==> src/rtl/fe_pkg.sv <==
`timescale 1ns/1ps
package fe_pkg;
  localparam int unsigned FE_INSTR_W = 32;
  localparam int unsigned FE_ADDR_W  = 32;

  typedef enum logic [1:0] {
    BR_IDLE,
    BR_SLOTS,
    BR_REFETCH,
    BR_DRAIN
  } br_state_t;

  // clear the byte offset inside a packet
  function automatic logic [FE_ADDR_W-1:0] pkt_align(input logic [FE_ADDR_W-1:0] a,
                                                     input int unsigned pkt_bytes);
    logic [FE_ADDR_W-1:0] m;
    m = pkt_bytes - 1;
    return a & ~m;
  endfunction

  function automatic logic [FE_ADDR_W-1:0] word_align(input logic [FE_ADDR_W-1:0] a);
    return {a[FE_ADDR_W-1:2], 2'b00};
  endfunction

  // delay slots still to be taken from the queue when a branch is accepted
  function automatic int unsigned slots_from_queue(input int unsigned slots,
                                                   input logic in_dispatch,
                                                   input logic popping);
    return slots - int'(in_dispatch) - int'(popping);
  endfunction
endpackage

==> src/rtl/fe_fetch.sv <==
`timescale 1ns/1ps
module fe_fetch
  import fe_pkg::*;
#(
  parameter int unsigned PKT_WORDS = 8,
  parameter int unsigned QDEPTH = 4,
  parameter logic [31:0] RESET_ADDR = 32'h0
) (
  input  logic                                clk,
  input  logic                                rst_n,
  input  logic                                flush,
  input  logic [FE_ADDR_W-1:0]                redir_addr,
  input  logic [$clog2(QDEPTH+1)-1:0]         q_cnt,
  output logic                                imem_req,
  output logic [FE_ADDR_W-1:0]                imem_addr,
  input  logic [PKT_WORDS*FE_INSTR_W-1:0]     imem_rdata,
  output logic                                pkt_push,
  output logic [PKT_WORDS*FE_INSTR_W-1:0]     pkt_data,
  output logic [FE_ADDR_W-1:0]                pkt_addr
);
  localparam int unsigned PKT_BYTES = PKT_WORDS * 4;
  localparam int unsigned BOFF_W    = $clog2(PKT_BYTES);
  localparam int unsigned CNT_W     = $clog2(QDEPTH+1);

  logic [FE_ADDR_W-1:0] gen_pc;     // address-generate phase
  logic                 wait_v;     // wait phase holds a live request
  logic [FE_ADDR_W-1:0] wait_addr;
  logic [CNT_W:0]       occupancy;
  logic                 launch;

  assign occupancy = {1'b0, q_cnt} + (CNT_W+1)'(imem_req) + (CNT_W+1)'(wait_v);
  assign launch    = !flush && (occupancy < (CNT_W+1)'(QDEPTH));

  always_ff @(posedge clk) begin
    if (!rst_n) begin
      gen_pc    <= pkt_align(RESET_ADDR, PKT_BYTES);
      imem_req  <= 1'b0;
      imem_addr <= '0;
      wait_v    <= 1'b0;
      wait_addr <= '0;
    end else if (flush) begin
      gen_pc   <= pkt_align(redir_addr, PKT_BYTES);
      imem_req <= 1'b0;
      wait_v   <= 1'b0;
    end else begin
      wait_v    <= imem_req;
      wait_addr <= imem_addr;
      imem_req  <= launch;
      if (launch) begin
        imem_addr <= gen_pc;
        gen_pc    <= gen_pc + FE_ADDR_W'(PKT_BYTES);
      end
    end
  end

  // read-opcode phase: packet written into the queue at the next edge
  assign pkt_push = wait_v && !flush;
  assign pkt_data = imem_rdata;
  assign pkt_addr = wait_addr;

  assert_req_aligned_R3: assert property (@(posedge clk) disable iff (!rst_n)
    imem_req |-> (imem_addr[BOFF_W-1:0] == '0));

  assert_req_step_R3: assert property (@(posedge clk) disable iff (!rst_n)
    (imem_req && $past(imem_req)) |-> (imem_addr == $past(imem_addr) + FE_ADDR_W'(PKT_BYTES)));
endmodule

==> src/rtl/fe_pktq.sv <==
`timescale 1ns/1ps
module fe_pktq
  import fe_pkg::*;
#(
  parameter int unsigned PKT_WORDS = 8,
  parameter int unsigned QDEPTH = 4
) (
  input  logic                             clk,
  input  logic                             rst_n,
  input  logic                             flush,
  input  logic [$clog2(PKT_WORDS)-1:0]     flush_off,
  input  logic                             push,
  input  logic [PKT_WORDS*FE_INSTR_W-1:0]  push_data,
  input  logic [FE_ADDR_W-1:0]             push_addr,
  input  logic                             pop,
  output logic                             nonempty,
  output logic [$clog2(QDEPTH+1)-1:0]      q_cnt,
  output logic [FE_INSTR_W-1:0]            head_instr,
  output logic [FE_ADDR_W-1:0]             head_pc
);
  localparam int unsigned PKT_W  = PKT_WORDS * FE_INSTR_W;
  localparam int unsigned OFF_W  = $clog2(PKT_WORDS);
  localparam int unsigned PTR_W  = $clog2(QDEPTH);
  localparam int unsigned CNT_W  = $clog2(QDEPTH+1);

  logic [PKT_W-1:0]     slot_data [QDEPTH];
  logic [FE_ADDR_W-1:0] slot_addr [QDEPTH];
  logic [PTR_W-1:0]     wr_ptr, rd_ptr;
  logic [OFF_W-1:0]     word_idx;
  logic                 last_word, dequeue;

  function automatic logic [PTR_W-1:0] ptr_next(input logic [PTR_W-1:0] p);
    return (p == PTR_W'(QDEPTH-1)) ? '0 : p + 1'b1;
  endfunction

  assign nonempty   = (q_cnt != '0);
  assign last_word  = (word_idx == OFF_W'(PKT_WORDS-1));
  assign dequeue    = pop && last_word;
  assign head_instr = slot_data[rd_ptr][int'(word_idx)*FE_INSTR_W +: FE_INSTR_W];
  assign head_pc    = slot_addr[rd_ptr] + (FE_ADDR_W'(word_idx) << 2);

  always_ff @(posedge clk) begin
    if (push && !flush) begin
      slot_data[wr_ptr] <= push_data;
      slot_addr[wr_ptr] <= push_addr;
    end
  end

  always_ff @(posedge clk) begin
    if (!rst_n) begin
      wr_ptr   <= '0;
      rd_ptr   <= '0;
      q_cnt    <= '0;
      word_idx <= '0;
    end else if (flush) begin
      wr_ptr   <= '0;
      rd_ptr   <= '0;
      q_cnt    <= '0;
      word_idx <= flush_off;
    end else begin
      if (push) wr_ptr <= ptr_next(wr_ptr);
      if (pop) word_idx <= last_word ? '0 : word_idx + 1'b1;
      if (dequeue) rd_ptr <= ptr_next(rd_ptr);
      q_cnt <= q_cnt + CNT_W'(push) - CNT_W'(dequeue);
    end
  end

  assert_no_overflow_R2: assert property (@(posedge clk) disable iff (!rst_n)
    (push && !flush) |-> (q_cnt < CNT_W'(QDEPTH) || dequeue));

  assert_no_underflow_R4: assert property (@(posedge clk) disable iff (!rst_n)
    pop |-> nonempty);
endmodule

==> src/rtl/fe_issue.sv <==
`timescale 1ns/1ps
module fe_issue
  import fe_pkg::*;
#(
  parameter int unsigned PKT_WORDS = 8,
  parameter int unsigned DELAY_SLOTS = 5
) (
  input  logic                          clk,
  input  logic                          rst_n,
  input  logic                          br_taken,
  input  logic [FE_ADDR_W-1:0]          br_target,
  input  logic                          q_nonempty,
  input  logic [FE_INSTR_W-1:0]         q_instr,
  input  logic [FE_ADDR_W-1:0]          q_pc,
  output logic                          pop,
  output logic                          flush,
  output logic [FE_ADDR_W-1:0]          redir_addr,
  output logic [$clog2(PKT_WORDS)-1:0]  redir_off,
  output logic                          iss_valid,
  output logic [FE_ADDR_W-1:0]          iss_pc,
  output logic [FE_INSTR_W-1:0]         iss_instr,
  output logic                          int_enable
);
  localparam int unsigned OFF_W  = $clog2(PKT_WORDS);
  localparam int unsigned SLOT_W = $clog2(DELAY_SLOTS+1);

  br_state_t             state;
  logic [SLOT_W-1:0]     slots_left;
  logic [FE_ADDR_W-1:0]  tgt_q;
  logic                  dp_v, dp_tgt, dc_tgt;
  logic [FE_ADDR_W-1:0]  dp_pc;
  logic [FE_INSTR_W-1:0] dp_instr;
  logic                  accept;

  assign accept     = br_taken && (state == BR_IDLE);
  assign flush      = (state == BR_SLOTS) && (slots_left == '0);
  assign pop        = q_nonempty && !flush;
  assign redir_addr = tgt_q;
  assign redir_off  = tgt_q[OFF_W+1:2];
  assign int_enable = (state == BR_IDLE) && !br_taken;

  always_ff @(posedge clk) begin
    if (!rst_n) begin
      state      <= BR_IDLE;
      slots_left <= '0;
      tgt_q      <= '0;
    end else begin
      unique case (state)
        BR_IDLE: if (accept) begin
          state      <= BR_SLOTS;
          tgt_q      <= word_align(br_target);
          slots_left <= SLOT_W'(slots_from_queue(DELAY_SLOTS, dp_v, pop));
        end
        BR_SLOTS: begin
          if (slots_left == '0) state <= BR_REFETCH;
          else if (pop) slots_left <= slots_left - 1'b1;
        end
        BR_REFETCH: if (pop) state <= BR_DRAIN;
        BR_DRAIN: if (dp_v && dp_tgt) state <= BR_IDLE;
        default: state <= BR_IDLE;
      endcase
    end
  end

  // dispatch then decode registers
  always_ff @(posedge clk) begin
    if (!rst_n) begin
      dp_v      <= 1'b0;
      dp_tgt    <= 1'b0;
      dp_pc     <= '0;
      dp_instr  <= '0;
      iss_valid <= 1'b0;
      dc_tgt    <= 1'b0;
      iss_pc    <= '0;
      iss_instr <= '0;
    end else begin
      dp_v      <= pop;
      dp_tgt    <= pop && (state == BR_REFETCH);
      dp_pc     <= q_pc;
      dp_instr  <= q_instr;
      iss_valid <= dp_v;
      dc_tgt    <= dp_v && dp_tgt;
      iss_pc    <= dp_pc;
      iss_instr <= dp_instr;
    end
  end

  assert_seq_issue_R4: assert property (@(posedge clk) disable iff (!rst_n)
    (iss_valid && $past(iss_valid) && !dc_tgt) |-> (iss_pc == $past(iss_pc) + 32'd4));

  assert_target_pc_R5: assert property (@(posedge clk) disable iff (!rst_n)
    dc_tgt |-> (iss_valid && iss_pc == tgt_q));

  assert_mask_after_accept_R7: assert property (@(posedge clk) disable iff (!rst_n)
    accept |=> !int_enable);
endmodule

==> src/rtl/vliw_fetch_frontend.sv <==
`timescale 1ns/1ps
module vliw_fetch_frontend
  import fe_pkg::*;
#(
  parameter int unsigned PKT_WORDS = 8,
  parameter int unsigned QDEPTH = 4,
  parameter int unsigned DELAY_SLOTS = 5,
  parameter logic [31:0] RESET_ADDR = 32'h0
) (
  input  logic                            clk,
  input  logic                            rst_n,
  input  logic                            br_taken,
  input  logic [31:0]                     br_target,
  output logic                            imem_req,
  output logic [31:0]                     imem_addr,
  input  logic [PKT_WORDS*32-1:0]         imem_rdata,
  output logic                            iss_valid,
  output logic [31:0]                     iss_pc,
  output logic [31:0]                     iss_instr,
  output logic                            int_enable
);
  localparam int unsigned PKT_W = PKT_WORDS * FE_INSTR_W;
  localparam int unsigned OFF_W = $clog2(PKT_WORDS);
  localparam int unsigned CNT_W = $clog2(QDEPTH+1);

  logic                 flush, pop, pkt_push, q_nonempty;
  logic [FE_ADDR_W-1:0] redir_addr, pkt_addr, q_pc;
  logic [OFF_W-1:0]     redir_off;
  logic [CNT_W-1:0]     q_cnt;
  logic [PKT_W-1:0]     pkt_data;
  logic [FE_INSTR_W-1:0] q_instr;

  fe_fetch #(.PKT_WORDS(PKT_WORDS), .QDEPTH(QDEPTH), .RESET_ADDR(RESET_ADDR)) u_fetch (
    .clk(clk), .rst_n(rst_n), .flush(flush), .redir_addr(redir_addr), .q_cnt(q_cnt),
    .imem_req(imem_req), .imem_addr(imem_addr), .imem_rdata(imem_rdata),
    .pkt_push(pkt_push), .pkt_data(pkt_data), .pkt_addr(pkt_addr)
  );

  fe_pktq #(.PKT_WORDS(PKT_WORDS), .QDEPTH(QDEPTH)) u_pktq (
    .clk(clk), .rst_n(rst_n), .flush(flush), .flush_off(redir_off),
    .push(pkt_push), .push_data(pkt_data), .push_addr(pkt_addr), .pop(pop),
    .nonempty(q_nonempty), .q_cnt(q_cnt), .head_instr(q_instr), .head_pc(q_pc)
  );

  fe_issue #(.PKT_WORDS(PKT_WORDS), .DELAY_SLOTS(DELAY_SLOTS)) u_issue (
    .clk(clk), .rst_n(rst_n), .br_taken(br_taken), .br_target(br_target),
    .q_nonempty(q_nonempty), .q_instr(q_instr), .q_pc(q_pc), .pop(pop), .flush(flush),
    .redir_addr(redir_addr), .redir_off(redir_off), .iss_valid(iss_valid),
    .iss_pc(iss_pc), .iss_instr(iss_instr), .int_enable(int_enable)
  );
endmodule

==> config.mk <==
export PLATFORM = sky130hd
export DESIGN_NAME = vliw_fetch_frontend
export DESIGN_NICKNAME = d
export VERILOG_FILES = /design/src/rtl/fe_pkg.sv /design/src/rtl/fe_fetch.sv /design/src/rtl/fe_pktq.sv /design/src/rtl/fe_issue.sv /design/src/rtl/vliw_fetch_frontend.sv
export SDC_FILE = /design/constraint.sdc
export NUM_CORES = 1
export LEC_CHECK = 0
export CORE_UTILIZATION = 50
export DETAILED_ROUTE_END_ITERATION = 12
export DONT_BUFFER_PORTS = 1
export GPL_TIMING_DRIVEN = 0
export PLACE_DENSITY = 0.67
export SLEW_MARGIN = 30
export SYNTH_ARGS = -nofsm -noshare
export SYNTH_HDL_FRONTEND = slang
export SYNTH_SLANG_ARGS = --single-unit
==> constraint.sdc <==
create_clock -name clk -period 10.7 [get_ports clk]
set_input_delay 3.21 -clock clk [delete_from_list [all_inputs] [get_ports clk]]
set_output_delay 3.21 -clock clk [all_outputs]
set_load 0.01 [all_outputs]
==> summary.txt <==
Synthesis
  – Yosys cell types: 48
  – Synth Area per Inst: roughly 19 sq um
  – Synth top area share: between 60% and 70%
  – Top-count cell post-synth: edfxtp_1
  – Sequential share of the synthesized area: about three quarters
  – Largest area contributor in the netlist: edfxtp_1
  – Synth top area cells: edfxtp_1 (66%), mux4_2 (12%), dfxtp_1 (10%)
  – Yosys warns: 0
  – Flops & latches, synth: between 1000 and 1500
  – Cells after Synth: 2669
  – Main flop type after synthesis: edfxtp_1
  – Post-synth top cells: edfxtp_1 (1132), mux4_2 (283), dfxtp_1 (257), nand2_1 (185), a21oi_1 (118)
  – Number of flops mapped to enable cells by yosys: around 1100
  – Netlist area before placement: roughly 51000 sq um
  – FFs w/ async S/R, synth: 0%

Die
  – Starting Density: between 50% and 60%
  – FP Rows: roughly 120
  – # IOs: ~400
  – DIE WIDTH: 322 microns
  – Vert. Die Dim: approximately 320 microns
  – Die Area: 104000 sq um
  – CORE AREA: 102000 sq um

Layout
  – Area added between synthesis and finish: 13.9%
  – Fin nets: roughly 3200
  – Layout cells sized above 1: about a fifth

Power and ir drop
  – Net Sw Frac: between 20% and 30%
  – Clk pwr share: between 30% and 40%
  – Net Switching: approximately 3300 uW
  – Pleak: about 0.018 uW
  – Sequential Power Share: 51.0%
  – Comb power frac: roughly an eighth
  – Max VDD drop: 0.000175 V
  – Power per cell area: roughly 220 nW/um^2
  – Power Internal: slightly below 10000 uW

CTS
  – Clk buf depth: 3
  – Root Buffer: clkbuf_16
  – Post-CTS Resized: 0
  – Reg clk slew, reported paths: about 60 ps
  – Num CTS Buffers: approximately 140
  – CTS tree: built
  – Clock latency on the worst-skew pair: between 700 and 800 ps
  – Cts-stage hold buffer count: 0
  – Post-CTS setup buffers: 0
  – H-Tree Depth: 4
  – TritonCTS sink count: between 1000 and 1500

Route
  – Met2 wire length: approximately 59000 microns
  – Met3 WL: roughly 13000 microns
  – Top routing layer in use: met5
  – Drt total wl: roughly 120000 microns
  – DRC Markers: 0
  – Post-DR wirelength/cell: about 28 microns
  – DRT iter0 DRCs: between 2000 and 2500
  – Met1 Routed Length: 45200 microns
  – Detail Route Antenna Nets: 0
  – Vias/cell: a little under 6
  – Pre-antenna DRT Iters: 5
  – Routed via count: between 20000 and 30000

GRT
  – Global route overflow: 0
  – Vias in the first global route: 26600
  – Total track usage: 23.7%
  – Pin count of the biggest net entering global routing: just over 40
  – First-pass GRT wire length: between 150000 and 200000 microns
  – Initial antenna violation count: 2

Setup path
  – Worst EP arrival: about 3600 ps
  – Critical Path RT: between 7000 and 8000 ps
  – Crit Path Category: in -> out
  – Max FO, Critical Path: 3
  – Crit start category: primary input
  – Kind of cell adding the most delay to the critical path: simple AND/OR/NAND/NOR gates
  – FF-to-FF setup slack: between 7000 and 8000 ps
  – CP max-delay cell: nor2b_1
  – R2R Path Start: u_pktq.word_idx[0]$_SDFFE_PN0P_
  – End of the worst register-to-register path: u_issue.dp_instr[5]$_SDFF_PN0_
  – Worst path bufs/invs: 0
  – Worst-path cell chain: nor2b_1
  – Register-to-Register Path Depth: 6
  – CP endpoint kind: primary output
  – Crit-path max cell delay: 340 ps

Timing
  – Final setup vio count: 0
  – Actual slew at the worst max-slew pin: ~930 ps
  – Unrepaired setup endpoints after global routing: false
  – Max Clock Skew: approximately 26 ps
  – Setup TNS: 0 ps
  – Final Slew Violations: 0
  – Final hold slack: about 430 ps
  – Fin. Hold Viols: 0
  – Final worst path period share: approximately 63%
  – Final WS setup: a little under 4000 ps
  – Highest Clock Rate: about 150 MHz
  – Min Tclk post-route: between 6000 and 7000 ps
  – Worst relative slew slack: between 30% and 40%

Place
  – Detailed placement HPWL: ~84000 microns
  – Buffers on Ports: 0
  – GPL Wtd Cong: approximately 0.84
  – Setup slack at placement: just under 4000 ps

Hold path
  – WHS Endpoint: u_issue.iss_instr[1]$_SDFF_PN0_
  – Hold Startpoint: u_issue.dp_instr[1]$_SDFF_PN0_
  – Hold depth: 1
  – Worst Hold Class: reg -> reg

Run status
  – Status: finished clean

Flow run
  – Max-cap violations: 0
## worst register-to-register path: stages, from the launching register on
cell and delay, ps:
dfxtp_1 330, clkbuf_1 450, clkbuf_1 730, buf_1 740, clkbuf_1 670, a211oi_1 280
nor3_1 330
## worst max-delay path by stage
stage | startpoint | end | cells after the start
final | br_taken | int_enable | 1
after global placement | u_issue.state[1]$_SDFFE_PN0P_ | u_pktq.slot_data[0][26]$_DFFE_PP_ | 6
after detailed placement | br_taken | int_enable | 1
after CTS | br_taken | int_enable | 1
after floorplan | u_issue.state[1]$_SDFFE_PN0P_ | u_pktq.slot_addr[1][10]$_DFFE_PP_ | 6
after global routing | br_taken | int_enable | 1
## cell usage in the layout (no fill, tap or decap), types with 5 or more instances in the layout
cell and instances:
clkbuf_8 8, nand3_1 12, inv_1 16, clkinv_1 16, xnor2_1 14, buf_16 10, conb_1 7, a31oi_1 5
edfxtp_1 1132, o221ai_1 32, o21ai_0 32, and2_1 96, clkbuf_1 136, bufinv_16 8, a22o_1 32, nor2b_1 33
o22ai_1 35, nor2_1 20, inv_6 5, a21oi_1 118, clkinvlp_4 6, clkinv_2 34, nand4_1 7, buf_4 7
buf_2 35, dfxtp_1 257, a211oi_1 41, mux2i_1 38, buf_12 22, xor2_1 8, or3_1 6, buf_1 15
mux4_2 283, and3_1 5, nor3_1 42, nand2_1 185, diode_2 5, ha_1 20, clkbuf_16 149
## registers in the layout (all words and copies together), names as in the netlist, 3 cells and up, named ones only
signal,count
u_issue.iss_pc,30
u_pktq.word_idx,3
u_issue.dp_pc,30
u_fetch.imem_addr,27
u_issue.slots_left,3
u_issue.iss_instr,32
u_issue.dp_instr,32
u_fetch.gen_pc,27
u_pktq.slot_addr,108
u_fetch.pkt_addr,27
u_pktq.slot_data,1024
u_pktq.q_cnt,3
u_issue.redir_addr,30
## layer usage
layer,track usage (%),vias to the layer above
li1,-,11100
met1,28.7,13200
met2,38.2,920
met3,9.76,193
met4,8.18,2
met5,0,-
## logic make-up (layout without fill, tap and decap cells)
kind of cell / count (synthesis) / count (layout) / synth area share [%]
fa+ha+maj: 21 / 21 / 0.528
xor+xnor: 22 / 22 / 0.376
simple gates: 424 / 424 / 4.08
mux: 321 / 321 / 13.2
other cells: 1 / 12 / 0.00732
buf+inv: 180 / 479 / 1.45
flops: 1389 / 1389 / 76.4
compound gates: 311 / 311 / 3.93
## per-stage QoR
step / total power [uW] / cells / instance area [sq um] / util, %
after CTS: 13200 / 4342 / 58300 / 57.4
after detailed placement: 8390 / 4076 / 53700 / 52.8
after global placement: 8450 / 4043 / 52900 / 52.1
after floorplan: 7770 / 2675 / 51200 / -
after global routing: 13600 / 4342 / 58300 / 57.4
final: 13100 / 4347 / 58300 / 57.4
## power groups by stage
stage	Sequential [uW]	Clock [uW]	Combinational (uW)
CTS	6690	4940	1600
global placement	6970	0	1490
global route	6730	5160	1710
finish	6690	4860	1580
floorplan	6790	0	983
detailed placement	6800	0	1590
## cell type report
cell class | count | area [sq um]
flip-flops and latches | 1389 | 39100
multi-input cells | 1106 | 11400
plain buffers | 163 | 684
clock buffers | 190 | 3970
inverters | 17 | 63.8
repair buffers | 33 | 727
clock inverters | 76 | 677
diodes | 5 | 12.5
fillers | 7586 | 43300
well taps | 1368 | 1710
No activity file was read; power rests on OpenSTA's default activity.
